==> src/rtl/tick_timer_pkg.sv <==
package tick_timer_pkg;

  typedef enum logic {
    ARM_OFF = 1'b0,
    ARM_ON  = 1'b1
  } arm_state_e;

  function automatic int unsigned phase_width(int unsigned div);
    return (div > 1) ? $clog2(div) : 1;
  endfunction

endpackage

==> src/rtl/tick_prescaler.sv <==
module tick_prescaler #(
  parameter int unsigned TICK_DIV = 1
) (
  input  logic clk_i,
  input  logic rst_ni,
  input  logic restart_i,
  output logic tick_o
);
  import tick_timer_pkg::*;

  localparam int unsigned PH_W = phase_width(TICK_DIV);

  generate
    if (TICK_DIV <= 1) begin : g_every_clk
      logic unused_ins;
      assign unused_ins = ^{clk_i, rst_ni, restart_i};
      assign tick_o     = 1'b1;
    end else begin : g_divided
      localparam logic [PH_W-1:0] PH_LAST = PH_W'(TICK_DIV - 1);
      logic [PH_W-1:0] ph_q;

      always_ff @(posedge clk_i or negedge rst_ni) begin
        if (!rst_ni)              ph_q <= '0;
        else if (restart_i)       ph_q <= '0;
        else if (ph_q == PH_LAST) ph_q <= '0;
        else                      ph_q <= ph_q + PH_W'(1);
      end

      assign tick_o = (ph_q == PH_LAST) && !restart_i;
    end
  endgenerate

endmodule

==> src/rtl/tick_counter.sv <==
module tick_counter #(
  parameter int unsigned VAL_W = 63
) (
  input  logic             clk_i,
  input  logic             rst_ni,
  input  logic             tick_i,
  input  logic             we_i,
  input  logic [VAL_W:0]   wdata_i,
  output logic [VAL_W-1:0] val_o,
  output logic             npt_o
);

  logic [VAL_W-1:0] val_q;
  logic             npt_q;

  // write wins over advance
  always_ff @(posedge clk_i or negedge rst_ni) begin
    if (!rst_ni) begin
      val_q <= '0;
      npt_q <= 1'b1;
    end else if (we_i) begin
      val_q <= wdata_i[VAL_W-1:0];
      npt_q <= wdata_i[VAL_W];
    end else if (tick_i) begin
      val_q <= val_q + VAL_W'(1);
    end
  end

  assign val_o = val_q;
  assign npt_o = npt_q;

endmodule

==> src/rtl/tick_compare.sv <==
module tick_compare #(
  parameter int unsigned VAL_W = 63
) (
  input  logic             clk_i,
  input  logic             rst_ni,
  input  logic             lim_we_i,
  input  logic [VAL_W:0]   lim_wdata_i,
  input  logic [VAL_W-1:0] count_i,
  output logic             fire_o,
  output logic             armed_o
);
  import tick_timer_pkg::*;

  logic [VAL_W-1:0] lim_q;
  logic             dis_q;
  arm_state_e       arm_q, arm_d;
  logic             wr_zero;

  assign wr_zero = (lim_wdata_i[VAL_W-1:0] == '0);

  // >= keeps a limit already behind the count from being lost
  assign fire_o  = (arm_q == ARM_ON) && !dis_q && (count_i >= lim_q);
  assign armed_o = (arm_q == ARM_ON);

  always_comb begin
    arm_d = arm_q;
    if (lim_we_i) begin
      arm_d = (!wr_zero && !lim_wdata_i[VAL_W]) ? ARM_ON : ARM_OFF;
    end else if (fire_o) begin
      arm_d = ARM_OFF;
    end
  end

  always_ff @(posedge clk_i or negedge rst_ni) begin
    if (!rst_ni) begin
      lim_q <= '0;
      dis_q <= 1'b1;
      arm_q <= ARM_OFF;
    end else begin
      arm_q <= arm_d;
      if (lim_we_i) begin
        lim_q <= lim_wdata_i[VAL_W-1:0];
        dis_q <= lim_wdata_i[VAL_W];
      end
    end
  end

endmodule

==> src/rtl/tick_softint.sv <==
module tick_softint #(
  parameter int unsigned SOFTINT_W   = 16,
  parameter int unsigned SOFTINT_BIT = 0
) (
  input  logic                 clk_i,
  input  logic                 rst_ni,
  input  logic                 set_i,
  input  logic [SOFTINT_W-1:0] clr_i,
  output logic [SOFTINT_W-1:0] softint_o,
  output logic                 wake_o
);

  localparam logic [SOFTINT_W-1:0] SET_MASK = SOFTINT_W'(1) << SOFTINT_BIT;

  logic [SOFTINT_W-1:0] si_q;
  logic                 wake_q;

  // set has priority over a same-cycle clear
  always_ff @(posedge clk_i or negedge rst_ni) begin
    if (!rst_ni) begin
      si_q   <= '0;
      wake_q <= 1'b0;
    end else begin
      si_q   <= (si_q & ~clr_i) | (set_i ? SET_MASK : '0);
      wake_q <= set_i;
    end
  end

  assign softint_o = si_q;
  assign wake_o    = wake_q;

endmodule

==> src/rtl/tick_cmp_timer.sv <==
module tick_cmp_timer #(
  parameter int unsigned WORD_W      = 64,
  parameter int unsigned SOFTINT_W   = 16,
  parameter int unsigned SOFTINT_BIT = 0,
  parameter int unsigned TICK_DIV    = 1
) (
  input  logic                 clk_i,
  input  logic                 rst_ni,
  input  logic                 cnt_we_i,
  input  logic [WORD_W-1:0]    cnt_wdata_i,
  output logic [WORD_W-1:0]    cnt_rdata_o,
  input  logic                 lim_we_i,
  input  logic [WORD_W-1:0]    lim_wdata_i,
  input  logic [SOFTINT_W-1:0] softint_clr_i,
  output logic [SOFTINT_W-1:0] softint_o,
  output logic                 wake_o
);

  localparam int unsigned VAL_W = WORD_W - 1;

  logic             tick_en;
  logic [VAL_W-1:0] count;
  logic             npt;
  logic             fire;
  logic             armed;

  tick_prescaler #(.TICK_DIV(TICK_DIV)) i_presc (
    .clk_i     (clk_i),
    .rst_ni    (rst_ni),
    .restart_i (cnt_we_i),
    .tick_o    (tick_en)
  );

  tick_counter #(.VAL_W(VAL_W)) i_cnt (
    .clk_i   (clk_i),
    .rst_ni  (rst_ni),
    .tick_i  (tick_en),
    .we_i    (cnt_we_i),
    .wdata_i (cnt_wdata_i),
    .val_o   (count),
    .npt_o   (npt)
  );

  tick_compare #(.VAL_W(VAL_W)) i_cmp (
    .clk_i       (clk_i),
    .rst_ni      (rst_ni),
    .lim_we_i    (lim_we_i),
    .lim_wdata_i (lim_wdata_i),
    .count_i     (count),
    .fire_o      (fire),
    .armed_o     (armed)
  );

  tick_softint #(.SOFTINT_W(SOFTINT_W), .SOFTINT_BIT(SOFTINT_BIT)) i_si (
    .clk_i     (clk_i),
    .rst_ni    (rst_ni),
    .set_i     (fire),
    .clr_i     (softint_clr_i),
    .softint_o (softint_o),
    .wake_o    (wake_o)
  );

  assign cnt_rdata_o = {npt, count};

endmodule

==> config.mk <==
export PLATFORM = sky130hd
export DESIGN_NAME = tick_cmp_timer
export DESIGN_NICKNAME = d
export VERILOG_FILES = /design/src/rtl/tick_timer_pkg.sv /design/src/rtl/tick_prescaler.sv /design/src/rtl/tick_counter.sv /design/src/rtl/tick_compare.sv /design/src/rtl/tick_softint.sv /design/src/rtl/tick_cmp_timer.sv
export SDC_FILE = /design/constraint.sdc
export NUM_CORES = 1
export LEC_CHECK = 0
export BUFFER_PORTS_ARGS = -buffer_cell sky130_fd_sc_hd__buf_2
export CELL_PAD_IN_SITES_DETAIL_PLACEMENT = 0
export CELL_PAD_IN_SITES_GLOBAL_PLACEMENT = 2
export CORE_ASPECT_RATIO = 2
export CORE_MARGIN = 2
export CORE_UTILIZATION = 28
export DETAILED_ROUTE_END_ITERATION = 6
export GPL_TIMING_DRIVEN = 1
export PLACE_DENSITY_LB_ADDON = 0.1
export SLEW_MARGIN = 0
export SYNTH_ARGS = -nofsm -noshare
export SYNTH_HDL_FRONTEND = slang
export SYNTH_SLANG_ARGS = --single-unit
==> constraint.sdc <==
create_clock -name clk_i -period 2 [get_ports clk_i]
set_input_delay 0.1 -clock clk_i [delete_from_list [all_inputs] [get_ports clk_i]]
set_output_delay 0.1 -clock clk_i [all_outputs]
set_load 0.02 [all_outputs]
---- Word level (Yosys, flattened, before mapping) ----
Cells that the tools add are included.
operators by class
  add/sub/neg operators ................... 1
  bitwise logic cells ..................... 3
  muxes and demuxes ....................... 5
  magnitude comparators ................... 1
  reduce and logical (&&, ||, !) cells .... 8
operators by type and width
  kind                     count
  $add A63 B1 Y63 const B  1
  $ge A63 B63 Y1           1
  $logic_not A63 Y1        1
  $mux W63                 1
  $and A16 B16 Y16         1
  $not A16 Y16             1
  $or A16 B16 Y16          1
  $mux W1                  4
  $logic_and A1 B1 Y1      3
  $logic_not A1 Y1         3
  $reduce_bool A2 Y1       1
word-level totals
  output and inout port bits .............. 81
  register bits ........................... 146
  logic and storage cells ................. 25
  input bits .............................. 148

---- Depth between registers and ports, before layout ----
  depth in word-level cells ............... 5
  depth in mapped cells ................... 8
  mapped depth without buffers ............ 8

---- Cells and area by module ----
A second synthesis with hierarchy kept.
second synthesis, totals
  cell total of the unflattened synthesis .. 943
  area total of the unflattened synthesis .. 8370.5 um2
modules (own cells, without submodules)
  module          cells each  seq. area each (um2)  times used  area each (um2)
  tick_compare    461         1627.8                1           4007.6
  tick_counter    445         1602.8                1           3813.7
  tick_softint    34          425.4                 1           530.5
  tick_prescaler  2           0.0                   1           11.3
  tick_cmp_timer  1           0.0                   1           7.5

---- Least setup slack after synthesis ----
No wires, ideal clock.
  path kind ............................... flip-flop to flip-flop
  start ................................... register i_cnt.val_q[3] (netlist: i_cnt.val_o[3])
  end ..................................... register i_cnt.val_q[60] (netlist: i_cnt.val_o[60])
  path slack .............................. -114 ps
  path buffers ............................ 2
  setup time .............................. 131 ps
  clock period less this slack ............ 2114 ps
  cell stages (with the launch flop) ...... 9
  arrival time ............................ 1984 ps
  required time ........................... 1869 ps
  cell sequence ........................... dfrtp_1 -> and3_1 -> buf_6 -> nand4_4 -> or4_4 -> buf_6 -> nor4_4 -> xnor2_1 -> o21ai_1
on the way
  cells in the longest elaborated chain, start to end .. 2
ends and longest elaborated chain
  item                    line                RTL
  start, declared         tick_counter.sv:13  logic [VAL_W-1:0] val_q;
  start signal, assigned  tick_counter.sv:22  val_q <= wdata_i[VAL_W-1:0];
  start signal, assigned  tick_counter.sv:25  val_q <= val_q + VAL_W'(1);
  $add A63 B1 Y63         tick_counter.sv:25
  $mux W63                tick_counter.sv:21  end else if (we_i) begin
No other way between the ends.
A chain may end at the register's enable or synchronous reset.

---- Worst setup path in the final report ----
  start ................................... register i_cnt.val_q[8] (netlist: i_cnt.val_o[8])
  end ..................................... register i_cnt.val_q[39] (netlist: i_cnt.val_o[39])
Same word-level chain as after synthesis.

==> results_dict.tcl <==
set metrics [dict create \
    dieArea_sq_um 30600 \
    period_needed_ns 2.02 \
    ios 229 \
    grt-ovfl-total 0 \
    syn2layout_area_growth_pct 63.2 \
    antenna_found_initial 0 \
    core-area_sq_um 28700 \
    cp-end-kind "register" \
    skew_ns 0.0111 \
    layout_common_cells "225 x buf_2, 148 x nand2_1, 145 x dlygate4sd3_1" \
    die_w_microns 125 \
    ys_seq_area_frac 0.448 \
    arrival_ns 2.33 \
    place_ws_ns -0.327 \
    whs_ns 0.126 \
    drt-wirelength-per-cell_microns 17.1 \
    hold_violations 0 \
    drtPass1Iterations 4 \
    leakage_nw 6.44 \
    cts_buffers 17 \
    fmax_ghz 0.495 \
    failed_checks "setup timing" \
    synth.avg_cell_area_sq_um 9.27 \
    synth_edf_count 0 \
    crit_slowest_cell "dfrtp_2" \
    num_rows 88 \
    design_area_sq_um 13300 \
    status "finished, violations left" \
    root_buffer "clkbuf_16" \
    crit_chain "and3_4 > buf_6 > nand4_1 > nor4_4 > buf_6 > buf_12 > buf_12 > nand4_1 > xor2_1 > o21ai_1" \
    initial_utilization 0.284 \
    drive_gt1_frac 0.363 \
    hpwl_microns 22100 \
    path_clk_slew_ns 0.06 \
    drv_slew 0 \
    io_buffers 228 \
    min_period_over_period 1.01 \
    p_total_w 0.00928 \
    synth_ff_type "dfrtp_1" \
    placed_area_sq_um 10700 \
    track_usage 0.197 \
    fin_nets 1584 \
    p_per_area_nw_per_um2 697 \
    gp_congestion 0.777 \
    grt_pass1_vias 8537 \
    cts_tree "done" \
    clockBufferDepth 2 \
    maxSlewHeadroom 0.630 \
    async_reset_ff_frac 1.00 \
    yosys_warnings 0 \
    viasPerCell 4.61 \
    max_stage_delay_ns 0.39 \
    vdd_ir_drop_max_mv 0.590 \
    synth_area_sq_um 8160 \
    tightest_slew_ns 0.555 \
    synthDistinctLibCells 52 \
    clock_latency_ns 0.44 \
    vias 8038 \
    synth-seq-cells 146 \
    min_path_type "in -> reg" \
    wl_microns 29900 \
    fin_cells 1745 \
    path_class "reg -> reg" \
    cap_violations 0 \
    drcViolationCount 0 \
    clock-sinks 146 \
    path_max_fanout 7 \
    syn_inst 881 \
    setup_ws_ns -0.0188 \
    finalSetupViolCount 3 \
    die_h_microns 245 \
    htree_levels 4 \
    cp_top_family "simple AND/OR/NAND/NOR gates" \
    rsz0062_at_grt "yes" \
    dp_cells 1550 \
    diodes 0 \
    syn_nets 1093 \
    ant_nets 0 \
    grt_max_degree 79 \
    final_common_cell "buf_2" \
    grt_pass1_wl_microns 46400 \
    crit_buf_inv 4 \
    cp_data_required_time_ns 2.31 \
    worstSetupStartpointType "register" \
    first_iter_violations 210 \
]
report_power, final:
part           leakage (nW)  total [W]  switching, W  internal (W)
combinational          4.34    0.00228       0.00119       0.00109
clock                 0.323    0.00364       0.00133       0.00230
sequential             1.77    0.00336      0.000151       0.00321
final timing paths:
check                                    endpoint         startpoint  cells past startpoint  slack (ns)
worst max-delay path              i_cnt.val_o[39]     i_cnt.val_o[8]                     10       -0.02
min in group asynchronous       i_si.softint_o[4]             rst_ni                      2        0.19
worst min-delay path              i_cmp.lim_q[57]           lim_we_i                      3        0.13
worst max register to register    i_cnt.val_o[39]     i_cnt.val_o[8]                     10       -0.02
max in group asynchronous       i_si.softint_o[1]             rst_ni                      3        1.08
worst min register to register  i_si.softint_o[8]  i_si.softint_o[8]                      1        0.49
flip-flops by register name (all words and copies together), names as in the netlist:
register        count
i_cmp.lim_q        63
i_cnt.val_o        63
i_si.softint_o     16
i_cmp.armed_o       1
i_cmp.dis_q         1
i_cnt.npt_o         1
i_si.wake_o         1
per-layer routing:
metal	GRT usage	vias to the layer above	wire length, microns
li1	-	4013	-
met1	0.206	3804	11300
met2	0.389	187	16900
met3	0.0302	34	894
met4	0.0701	0	739
met5	0	-	0
worst register-to-register path, stage by stage, from the launching register on:
cell     delay (ns)
dfrtp_2        0.39
and3_4         0.22
buf_6          0.11
nand4_1        0.20
nor4_4         0.21
buf_6          0.15
buf_12         0.15
buf_12         0.13
nand4_1        0.08
xor2_1         0.18
o21ai_1        0.07
final cells by class:
type	count	area [sq um]
fillers	2839	15400
multi-input cells	628	4470
repair buffers	509	3810
flip-flops and latches	146	3690
clock buffers	21	470
well taps	360	450
inverters	70	263
clock inverters	11	183
repair_timing:
item,in CTS,in global routing
cloned,1,0
setup buffers,16,4
pin swaps,26,43
gates resized for setup,55,48
setup endpoints to repair,28,39
hold buffers,145,0
endpoints found under the hold margin,190,0
synthesized netlist by cell type, types with 4 or more instances:
master      n  area (sq um)
nor3_1      6          30.0
nand4_1    29           181
ha_1       64           801
nor3b_1     4          30.0
dfrtp_1   144          3600
nor2_1     12          45.0
nand3_1    38           190
and3_1     12          75.1
clkbuf_1   24          90.1
a21o_1      9          67.6
nor4_1     19           119
mux2_2      4          45.0
nor2b_1    17           106
a21oi_1    27           135
nor4_4      4          85.1
xnor2_1    27           236
and4_1      4          35.0
inv_1      70           263
xor2_1     34           298
o21ai_1    14          70.1
nand2_1   150           563
buf_6       4          45.0
o21ai_0   119           596
nor3_2      5          50.1
per-stage QoR:
| step | setup TNS [ns] | utilization |
|---|---|---|
| 2_1_floorplan | -0.0220 | - |
| 3_5_place_dp | -1.85 | 0.371 |
| 5_1_grt | -1.64 | 0.464 |
| 6_report | -0.0438 | 0.464 |
| 3_3_place_gp | -2.09 | 0.371 |
| 4_1_cts | -0.637 | 0.458 |
cells by family after synthesis:
logic type | after synthesis | share of synthesized area
AO/OA/AOI/OAI | 181 | 0.119
XOR/XNOR | 61 | 0.0654
adder cells (fa/ha/maj) | 64 | 0.0981
buffers and inverters | 107 | 0.0576
flip-flops | 146 | 0.448
multiplexers | 4 | 0.00552
AND/OR/NAND/NOR | 318 | 0.207
No activity file was read; power rests on OpenSTA's default activity.
